File: src/rtl/fpu_flag_gate.sv
module fpu_flag_gate #(
  parameter int SR_W = 32,
  parameter int INV_POS = 4,
  parameter int DZ_POS = 3,
  parameter int OVF_POS = 2,
  parameter int UNF_POS = 1,
  parameter int CAUSE_W = 5,
  parameter logic [CAUSE_W-1:0] CAUSE_CODE = 5'd6
) (
  input  logic               clk,
  input  logic               rst_n,
  input  logic               op_valid,
  input  logic               op_is_cmp,
  input  logic [3:0]         op_flags,
  input  logic               cfg_trap_en,
  input  logic               core_exc_en,
  input  logic               sw_we,
  input  logic [3:0]         sw_mask,
  input  logic [3:0]         sw_data,
  output logic [SR_W-1:0]    fsr,
  output logic [CAUSE_W-1:0] esr_cause,
  output logic               exc_req
);
  localparam int NF = 4;
  localparam int POS [NF] = '{INV_POS, DZ_POS, OVF_POS, UNF_POS};

  logic [NF-1:0] sticky, eff, base;
  logic          raise, pend;

  assign eff   = !op_valid ? '0 : (op_is_cmp ? (op_flags & 4'b0001) : op_flags);
  assign raise = (|eff) && cfg_trap_en && core_exc_en;
  assign base  = sw_we ? ((sticky & ~sw_mask) | (sw_data & sw_mask)) : sticky;

  always_ff @(posedge clk or negedge rst_n) begin
    if (!rst_n) begin
      sticky    <= '0;
      esr_cause <= '0;
      pend      <= 1'b0;
      exc_req   <= 1'b0;
    end else begin
      sticky  <= base | eff;
      pend    <= raise;
      exc_req <= pend;
      if (raise) esr_cause <= CAUSE_CODE;
    end
  end

  always_comb begin
    fsr = '0;
    for (int i = 0; i < NF; i++) fsr[POS[i]] = sticky[i];
  end
endmodule


File: config.mk
export PLATFORM = sky130hd
export DESIGN_NAME = fpu_flag_gate
export DESIGN_NICKNAME = d
export VERILOG_FILES = /design/src/rtl/fpu_flag_gate.sv
export SDC_FILE = /design/constraint.sdc
export NUM_CORES = 1
export LEC_CHECK = 0
export BUFFER_PORTS_ARGS = -buffer_cell sky130_fd_sc_hd__buf_2
export CAP_MARGIN = 15
export CORE_UTILIZATION = 32
export CTS_BUF_LIST = sky130_fd_sc_hd__clkbuf_4 sky130_fd_sc_hd__clkbuf_8
export DETAILED_ROUTE_END_ITERATION = 7
export GPL_TIMING_DRIVEN = 0
export PLACE_DENSITY = 0.77
export SETUP_SLACK_MARGIN = 0.5
export SLEW_MARGIN = 20
export SYNTH_ARGS = -nofsm -noshare
export SYNTH_HDL_FRONTEND = slang
export SYNTH_SLANG_ARGS = --single-unit
File: constraint.sdc
create_clock -name clk -period 0.9 [get_ports clk]
set_clock_uncertainty 0.2 [all_clocks]
set_input_delay 0.27 -clock clk [delete_from_list [all_inputs] [get_ports clk]]
set_output_delay 0.27 -clock clk [all_outputs]
set_load 0.02 [all_outputs]
---- Word level (Yosys, flattened, before mapping) ----
Index checks and enable logic that the tools add are counted.
word-level totals
  register bits ........................... 7
  output and inout port bits .............. 38
cells by class
  reductions and logical operators ........ 3
  multiplexer cells ....................... 3
  bitwise logic cells ..................... 5
operator list
  kind                number
  4-bit 2-to-1 mux    3
  4-bit bitwise AND   2
  4-bit OR            2
  4-bit inverter      1
  4-bit OR reduction  1
  1-bit logical AND   2

---- Longest topological paths before layout ----
Gate-level depths: netlist of run 1.
  depth in word-level cells ............... 5
  mapped depth ............................ 2
  depth with buffers taken out ............ 2

---- Worst setup path after synthesis of run 1 ----
No wires, ideal clock.
  path type ............................... register to output
  start point ............................. reg, netlist name esr_cause[1]
  end point ............................... out esr_cause[2]
  path buffers ............................ 1
  cell stages (with the launch flop) ...... 2
  slack ................................... -0.196 ns
  data required time ...................... 0.430 ns
  arrival ................................. 0.626 ns
  cell sequence ........................... dfrtp_1 > buf_4
RTL lines
  element        RTL line  RTL
  end, declared  21        output logic [CAUSE_W-1:0] esr_cause,
No word-level cell between the ends.

---- Worst setup path after layout of run 1 ----
  start point ............................. reg, netlist name esr_cause[1]
  end point ............................... out esr_cause[2]
No word-level cell between the ends.

==> summary.md, run 1 <==
| Metric | Value |
|---|---|
| Tot GR Track Use | about 13% |
| Largest net degree at the start of global routing | 9 |
| CTS tree | built |
| RSZ-0062 raised after global routing | yes |
| Drt wl/cell | a little under 8 microns |
| Share of Yosys cell area claimed by the top area cell type | a little over two fifths |
| Routability-driven placement congestion ratio | about 0.76 |
| Starting Density | roughly a third |
| Via density | approximately 3.5 |
| Final Non-Filler Cells | 140 |
| Nets | 144 |
| Startpoint types | flip-flop |
| Avg Cell Area, Syn | 9.29 sq um |
| Final hold violations | 7 |
| First-pass GRT wire length | 1.79 mm |
| DRC viols | 3 |
| Core ar. | 1560 sq um |
| Status | finished with violations |
| Netlist cell types | 14 |
| Die width | around 43 microns |
| Max Root-Sink Buffers | 2 |
| Clk Latency, worst-skew pair | roughly 0.25 ns |
| Placed Area | a little over 800 sq um |
| Post-synth top area cell | buf_4 |
| Setup crit end kind | primary output |
| Max-Cap Viols | 0 |
| Post-synthesis sequential area ratio | a little under a third |
| Die Ht | 43.4 microns |
| Critical setup path kind | flip-flop to primary output |
| Pwr Density | roughly 1200 nW/um^2 |
| Clk sink count | 7 |
| Syn-to-layout area delta | 80.1% |
| Async SR Flop Fraction | 100% |
| Initial drt markers | 6 |
| Final period utilization | 151% |
| Post-route ant nets | 0 |
| # port buffers | 25 |
| Number of antenna cells inserted | 0 |
| Leak Pwr | between 0.5 and 0.6 nW |
| Mapped Area | between 500 and 600 sq um |
| Final wirelength | ~1.1 mm |
| Core Rows | 14 |
| Final setup viols | 12 |
| Hold crit path type | input port to async pin |
| CP arrival | around 0.89 ns |
| Via count | between 400 and 500 |
| Top-count cell post-synth | buf_4 |
| Post-Synthesis Cells | 59 |
| CTS root buffer | clkbuf_4 |
| Total grt overflow | 0 |
| Number of synthesized flops with an enable pin | 0 |
| Seq cells post-synth | 7 |
| Ports | 57 |
| Max-slew violation count | 0 |
| Post-Place Cells | 130 |
| Setup ws final | -0.462 ns |
| Hold slack | -0.361 ns |
| Max frequency | about 0.73 GHz |
| Post-synth top flop | dfrtp_1 |
| Layout cell share with drive strength beyond 1 | just over 60% |
| Commonest cells in the netlist | buf_4 (32), dfrtp_1 (7), a221o_1 (4), nand2_1 (4), and3_1 (3) |
| Worst VDD drop | about 0.54 mV |
| CTS buffer count | 3 |
| Worst EP required | between 0.4 and 0.5 ns |
| Crit Path Max Fanout | 3 |
| Yosys Warn Count | 0 |
| Synth area leaders | buf_4 (44%), dfrtp_1 (32%), a221o_1 (7.3%) |
| Antenna violations before repair | 0 |
| Clock-pin slew on the worst setup and hold paths | roughly 0.050 ns |
| H-tree levels | 1 |
| Post-route cell area | slightly below 1000 sq um |
| Minimum clock period | around 1.4 ns |
| Die area | around 1900 sq um |
| DRT Pass-1 Iters | 5 |
| Reg2Reg Setup Slack | -0.23 ns |
| Fin util | between 60% and 70% |
| Vias in the first global route | between 400 and 500 |
| Failing checks | DRC, hold timing, setup timing |
## flip-flops by register name, indices dropped and copies added, names as in the netlist
signal and flops:
exc_req 1, pend 1, sticky 4, esr_cause 1
## report_power, final
part           internal, mW  total [mW]  switching (mW)
sequential            0.347       0.370          0.0224
combinational         0.249       0.481           0.232
clock                 0.199       0.313           0.114
total                 0.796        1.16           0.368
## cells in the final DEF (no fill, tap or decap)
cell      Yosys  layout
inv_2         0       1
o31ai_1       1       1
dfrtp_1       7       2
and3_1        3       3
nor2b_1       1       1
dfrtp_2       0       5
nand2_1       4       4
nor2b_4       1       1
buf_8         0       2
nor4_4        0       1
conb_1        1      31
buf_2         0      17
and3_2        1       1
buf_4        32      32
nor3_2        0       1
a221o_1       4       4
nand3_1       1       1
buf_6         0      12
clkbuf_4      0       4
## metrics by stage
step | TNS (ns) | setup slack (ns) | hold WS, ns | power [mW]
after floorplan | -0.784 | -0.154 | -0.226 | 0.657
after global placement | -2.25 | -0.268 | -0.0983 | 0.746
after detailed placement | -2.34 | -0.280 | -0.0937 | 0.750
after CTS | -3.64 | -0.475 | -0.367 | 1.17
after global routing | -3.98 | -0.496 | -0.368 | 1.24
final | -3.65 | -0.462 | -0.361 | 1.16
## per-layer routing
metal	GRT usage, %	vias to the layer above	share of wire [%]
met2	23.3	29	56
met4	9.38	0	0
met3	3.75	0	9.9
met5	0	-	0
li1	-	265	-
met1	14.1	192	34
## final timing paths
kind,start,to,cells after the start
max,esr_cause[1],esr_cause[2],2
min,rst_n,sticky[0],1
max reg2reg,sticky[2],sticky[2],2
min reg2reg,pend,exc_req,0
max in group asynchronous,rst_n,sticky[1],1
min in group clk,op_flags[1],sticky[1],2
## what timing repair did
action	in CTS	in global routing
hold endpoints to repair	7	7
pin swaps	2	2
endpoints found under the setup margin	14	14
resized for setup	22	2
setup buffers	5	1
## kinds of logic after synthesis
logic type,synth area share [%]
simple gates,14.2
flops,32.0
other cells,0.684
compound gates,8.68
buf+inv,44.5
## worst max-delay path, stage by stage (launching register included)
cell	delay (ns)
dfrtp_2	0.41
buf_6	0.12
buf_6	0.12
## area by class of cell
cell class	instances	area, sq um
plain buffers	32	244
clock buffers	4	30.0
fillers	127	572
inverters	1	3.75
multi-input cells	49	262
flip-flops and latches	7	181
well taps	16	20.0
repair buffers	31	246
No activity file was read; power rests on OpenSTA's default activity.
==> run 2, diff against run 1 <==
--- a/config.mk
+++ b/config.mk
@@ -12,6 +12,7 @@
 export DETAILED_ROUTE_END_ITERATION = 7
 export GPL_TIMING_DRIVEN = 0
 export PLACE_DENSITY = 0.77
+export REMOVE_ABC_BUFFERS = 1
 export SETUP_SLACK_MARGIN = 0.5
 export SLEW_MARGIN = 20
 export SYNTH_ARGS = -nofsm -noshare
==> summary.md, run 2 (synthesized netlist as in run 1, its figures left out) <==
| Metric | Value |
|---|---|
| Status | finished with violations |
| Failing checks | DRC, hold timing, setup timing |
| Post-DP HPWL | between 800 and 900 microns |
| Post-route ant nets | 0 |
| Worst EP required | 0.43 ns |
| Die area | 1880 sq um |
| Met1 wire length | between 300 and 400 microns |
| First-pass GRT wire length | 1.40 mm |
| WL met3 | ~100 microns |
| Vias in the first global route | about 340 |
| CTS buffer count | 3 |
| Fin util | roughly 46% |
| Largest reg by FF count | sticky |
| # port buffers | 25 |
| Initial drt markers | 8 |
| Most frequent cells in the layout | conb_1 (31), buf_2 (18), buf_6 (10) |
| H-tree levels | 1 |
| Final Non-Filler Cells | 107 |
| Worst Path Buf+Inv | 1 |
| # fillers | roughly 170 |
| Largest register FFs | 4 |
| Clk sink count | 7 |
| RSZ-0062 raised after global routing | yes |
| Final setup viols | 11 |
| CP arrival | roughly 0.80 ns |
| CTS tree | built |
| Setup ws final | -0.366 ns |
| Max-Cap Viols | 0 |
| Syn-to-layout area delta | 32.0% |
| Setup TNS | -3.41 ns |
| Power Total | approximately 1.1 mW |
| Reg2Reg Setup Slack | -0.31 ns |
| Startpoint types | flip-flop |
| Crit path max-delay family | flip-flops |
| DRT Pass-1 Iters | 6 |
| Hold crit path type | input port to async pin |
| Ports | 57 |
| DRC viols | 5 |
| Final wirelength | about 990 microns |
| Final period utilization | 141% |
| Crit Path Max Fanout | 3 |
| Starting Density | 35.2% |
| Tot GR Track Use | between 10% and 20% |
| Post-route cell area | 723 sq um |
| Routability-driven placement congestion ratio | 0.840 |
| Most common cell after layout, fill and taps aside | conb_1 |
| Max frequency | just under 0.8 GHz |
| Max Root-Sink Buffers | 2 |
| Worst VDD drop | around 0.61 mV |
| CTS root buffer | clkbuf_4 |
| Core ar. | about 1600 sq um |
| Die width | 43.4 microns |
| Die Ht | roughly 43 microns |
| Post-Place Cells | 98 |
| Drt wl/cell | 9.26 microns |
| Minimum clock period | between 1 and 1.5 ns |
| Max-slew violation count | 0 |
| Worst slack, placed | -0.360 ns |
| Met2 routed WL | a little over 500 microns |
| R2r worst-path depth | 3 |
| Critical setup path kind | flip-flop to primary output |
| Antenna violations before repair | 0 |
| Core Rows | 14 |
| Clk Latency, worst-skew pair | ~0.24 ns |
| Cells along the critical path | buf_2 |
| Nets | ~110 |
| Total grt overflow | 0 |
| Final hold violations | 7 |
| CP peak stage delay | 0.39 ns |
| DR top layer | met3 |
| Layout cell share with drive strength beyond 1 | 41.8% |
| Pwr Density | approximately 1500 nW/um^2 |
| Largest net degree at the start of global routing | 9 |
| Via density | between 3 and 4 |
| Hold slack | -0.356 ns |
| Number of antenna cells inserted | 0 |
| Placed Area | ~570 sq um |
| Via count | approximately 420 |
| Leak Pwr | 0.411 nW |
| Clock-pin slew on the worst setup and hold paths | ~0.05 ns |
| R2r startpoint | sticky[0] |
| CP max stage cell | dfrtp_1 |
| RR Endpoint | sticky[0] |
| Setup crit end kind | primary output |
==> run 2: worst max path at each step <==
stage | slack [ns] | depth (start not counted) | endpoint | start
after floorplan | -0.18 | 1 | sticky[1] | sticky[1]
after global placement | -0.32 | 3 | esr_cause[1] | op_flags[2]
after detailed placement | -0.36 | 3 | esr_cause[1] | op_flags[2]
after CTS | -0.37 | 1 | esr_cause[2] | esr_cause[1]
after global routing | -0.40 | 1 | esr_cause[1] | esr_cause[1]
final | -0.37 | 1 | esr_cause[1] | esr_cause[1]
==> run 2: where the power goes <==
group / switching (mW) / internal, mW
Sequential: 0.0231 / 0.343
Clock: 0.109 / 0.199
Combinational: 0.219 / 0.168
==> run 2: what timing repair did <==
action,CTS,global route
gates resized for setup,20,3
endpoints found under the hold margin,7,7
endpoints found under the setup margin,14,14
buffers inserted,4,1
pin swaps,7,1
==> run 2: per-layer routing <==
metal	up-vias	track usage (%)
li1	198	-
met1	186	12.7
met2	32	16.4
met3	0	4.58
met4	0	5.63
met5	-	0
==> run 2: cell type report <==
class / count / area, sq um / share of cell area, %
Clock buffer: 4 / 30.0 / 4.15
Inverter: 1 / 3.75 / 0.519
Multi-Input combinational cell: 49 / 262 / 36.2
Sequential cell: 7 / 175 / 24.2
Tap cell: 16 / 20.0 / 2.77
Timing Repair Buffer: 30 / 233 / 32.2
==> run 3, diff against run 2 <==
--- a/config.mk
+++ b/config.mk
@@ -5,7 +5,7 @@
 export SDC_FILE = /design/constraint.sdc
 export NUM_CORES = 1
 export LEC_CHECK = 0
-export BUFFER_PORTS_ARGS = -buffer_cell sky130_fd_sc_hd__buf_2
+export BUFFER_PORTS_ARGS = -buffer_cell sky130_fd_sc_hd__buf_4
 export CAP_MARGIN = 15
 export CORE_UTILIZATION = 32
 export CTS_BUF_LIST = sky130_fd_sc_hd__clkbuf_4 sky130_fd_sc_hd__clkbuf_8
==> summary.md, run 3 (synthesized netlist as in run 1, its figures left out) <==
| Metric | Value |
|---|---|
| Clock-pin slew on the worst setup and hold paths | ~0.05 ns |
| Worst VDD drop | 0.625 mV |
| Hold crit path type | input port to async pin |
| Critical setup path kind | flip-flop to primary output |
| Ports | 57 |
| Syn-to-layout area delta | 43.4% |
| DRT Pass-1 Iters | 5 |
| CTS buffer count | 3 |
| Max Root-Sink Buffers | 2 |
| Number of antenna cells inserted | 0 |
| Minimum clock period | about 1.3 ns |
| Via density | between 3 and 4 |
| Tot GR Track Use | a little under an eighth |
| Nets | approximately 110 |
| Core ar. | between 1500 and 2000 sq um |
| Placed Area | 628 sq um |
| Post-DP HPWL | ~800 microns |
| CTS root buffer | clkbuf_4 |
| Routability-driven placement congestion ratio | 0.835 |
| Largest net degree at the start of global routing | 9 |
| CP peak stage delay | about 0.4 ns |
| Startpoint types | flip-flop |
| Clk sink count | 7 |
| CP arrival | 0.80 ns |
| DRC viols | 5 |
| Starting Density | 35.2% |
| Crit path max-delay family | flip-flops |
| Layout cell share with drive strength beyond 1 | 43.0% |
| Setup ws final | -0.373 ns |
| Post-route cell area | 786 sq um |
| Hold slack | -0.383 ns |
| Largest register FFs | 4 |
| Leak Pwr | 0.438 nW |
| Max-slew violation count | 0 |
| Post-route ant nets | 0 |
| Antenna violations before repair | 0 |
| Initial drt markers | 8 |
| # port buffers | 25 |
| CP max stage cell | dfrtp_1 |
| Worst slack, placed | -0.343 ns |
| Status | finished with violations |
| Max frequency | ~0.8 GHz |
| Final hold violations | 7 |
| Core Rows | 14 |
| Final period utilization | 141% |
| Pwr Density | about 1400 nW/um^2 |
| Final wirelength | between 1 and 1.5 mm |
| Via count | roughly 430 |
| Most frequent cells in the layout | conb_1 (31), buf_4 (17), buf_6 (14) |
| H-tree levels | 1 |
| Die area | ~1900 sq um |
| Crit Path Max Fanout | 3 |
| Cells along the critical path | buf_6 |
| Clk Latency, worst-skew pair | roughly 0.25 ns |
| Final setup viols | 12 |
| Fin util | about half |
| Die Ht | around 43 microns |
| Max-Cap Viols | 0 |
| Setup crit end kind | primary output |
| CTS tree | built |
| RSZ-0062 raised after global routing | yes |
| Most common cell after layout, fill and taps aside | conb_1 |
| Largest reg by FF count | sticky |
| Worst Path Buf+Inv | 1 |
| Total grt overflow | 0 |
| Drt wl/cell | 9.47 microns |
| Failing checks | DRC, hold timing, setup timing |
| Die width | around 43 microns |
| Vias in the first global route | between 300 and 400 |
| First-pass GRT wire length | ~1.6 mm |
| Worst EP required | approximately 0.43 ns |
==> run 3: layer usage <==
layer	share of wire, %	vias up	routed length, microns	GRT usage (%)
met5	0	-	0	0
met4	0	0	0	5.63
met3	10	0	108	3.75
met2	53	33	544	18.8
met1	37	191	379	13.6
li1	-	201	-	-
==> run 3: final timing paths <==
| path | from | to | slack, ns | depth (start not counted) |
|---|---|---|---|---|
| max | esr_cause[1] | esr_cause[1] | -0.37 | 1 |
| min | rst_n | pend | -0.38 | 1 |
| max reg2reg | sticky[1] | sticky[1] | -0.31 | 3 |
| min reg2reg | pend | exc_req | 0.15 | 0 |
| max in group asynchronous | rst_n | sticky[1] | 0.76 | 1 |
| min in group clk | op_flags[1] | sticky[1] | 0.06 | 2 |
==> run 3: timing repair <==
item	4_1_cts	5_1_grt
pin swaps	6	0
gates resized for setup	17	2
buffers inserted	5	2
endpoints found under the hold margin	7	7
endpoints found under the setup margin	14	14
==> run 3: metrics by stage <==
| step | std cells | TNS (ns) | power [mW] | hold slack [ns] |
|---|---|---|---|---|
| after CTS | 107 | -3.39 | 1.07 | -0.381 |
| final | 109 | -3.60 | 1.09 | -0.383 |
| after global placement | 98 | -2.34 | 0.671 | -0.118 |
| after detailed placement | 98 | -2.42 | 0.676 | -0.117 |
| after global routing | 109 | -3.96 | 1.15 | -0.392 |
| after floorplan | 57 | -1.19 | 0.547 | -0.226 |
==> run 3: where the power goes <==
part           switching (mW)  internal, mW  leakage (nW)
Clock                   0.115         0.199        0.0184
Combinational           0.219         0.188         0.339
Sequential             0.0222         0.343        0.0811
==> run 3: layout make-up <==
type / count / area [sq um]
Clock buffer: 4 / 30.0
Fill cell: 153 / 773
Inverter: 1 / 3.75
Multi-Input combinational cell: 49 / 256
Sequential cell: 7 / 175
Tap cell: 16 / 20.0
Timing Repair Buffer: 32 / 300
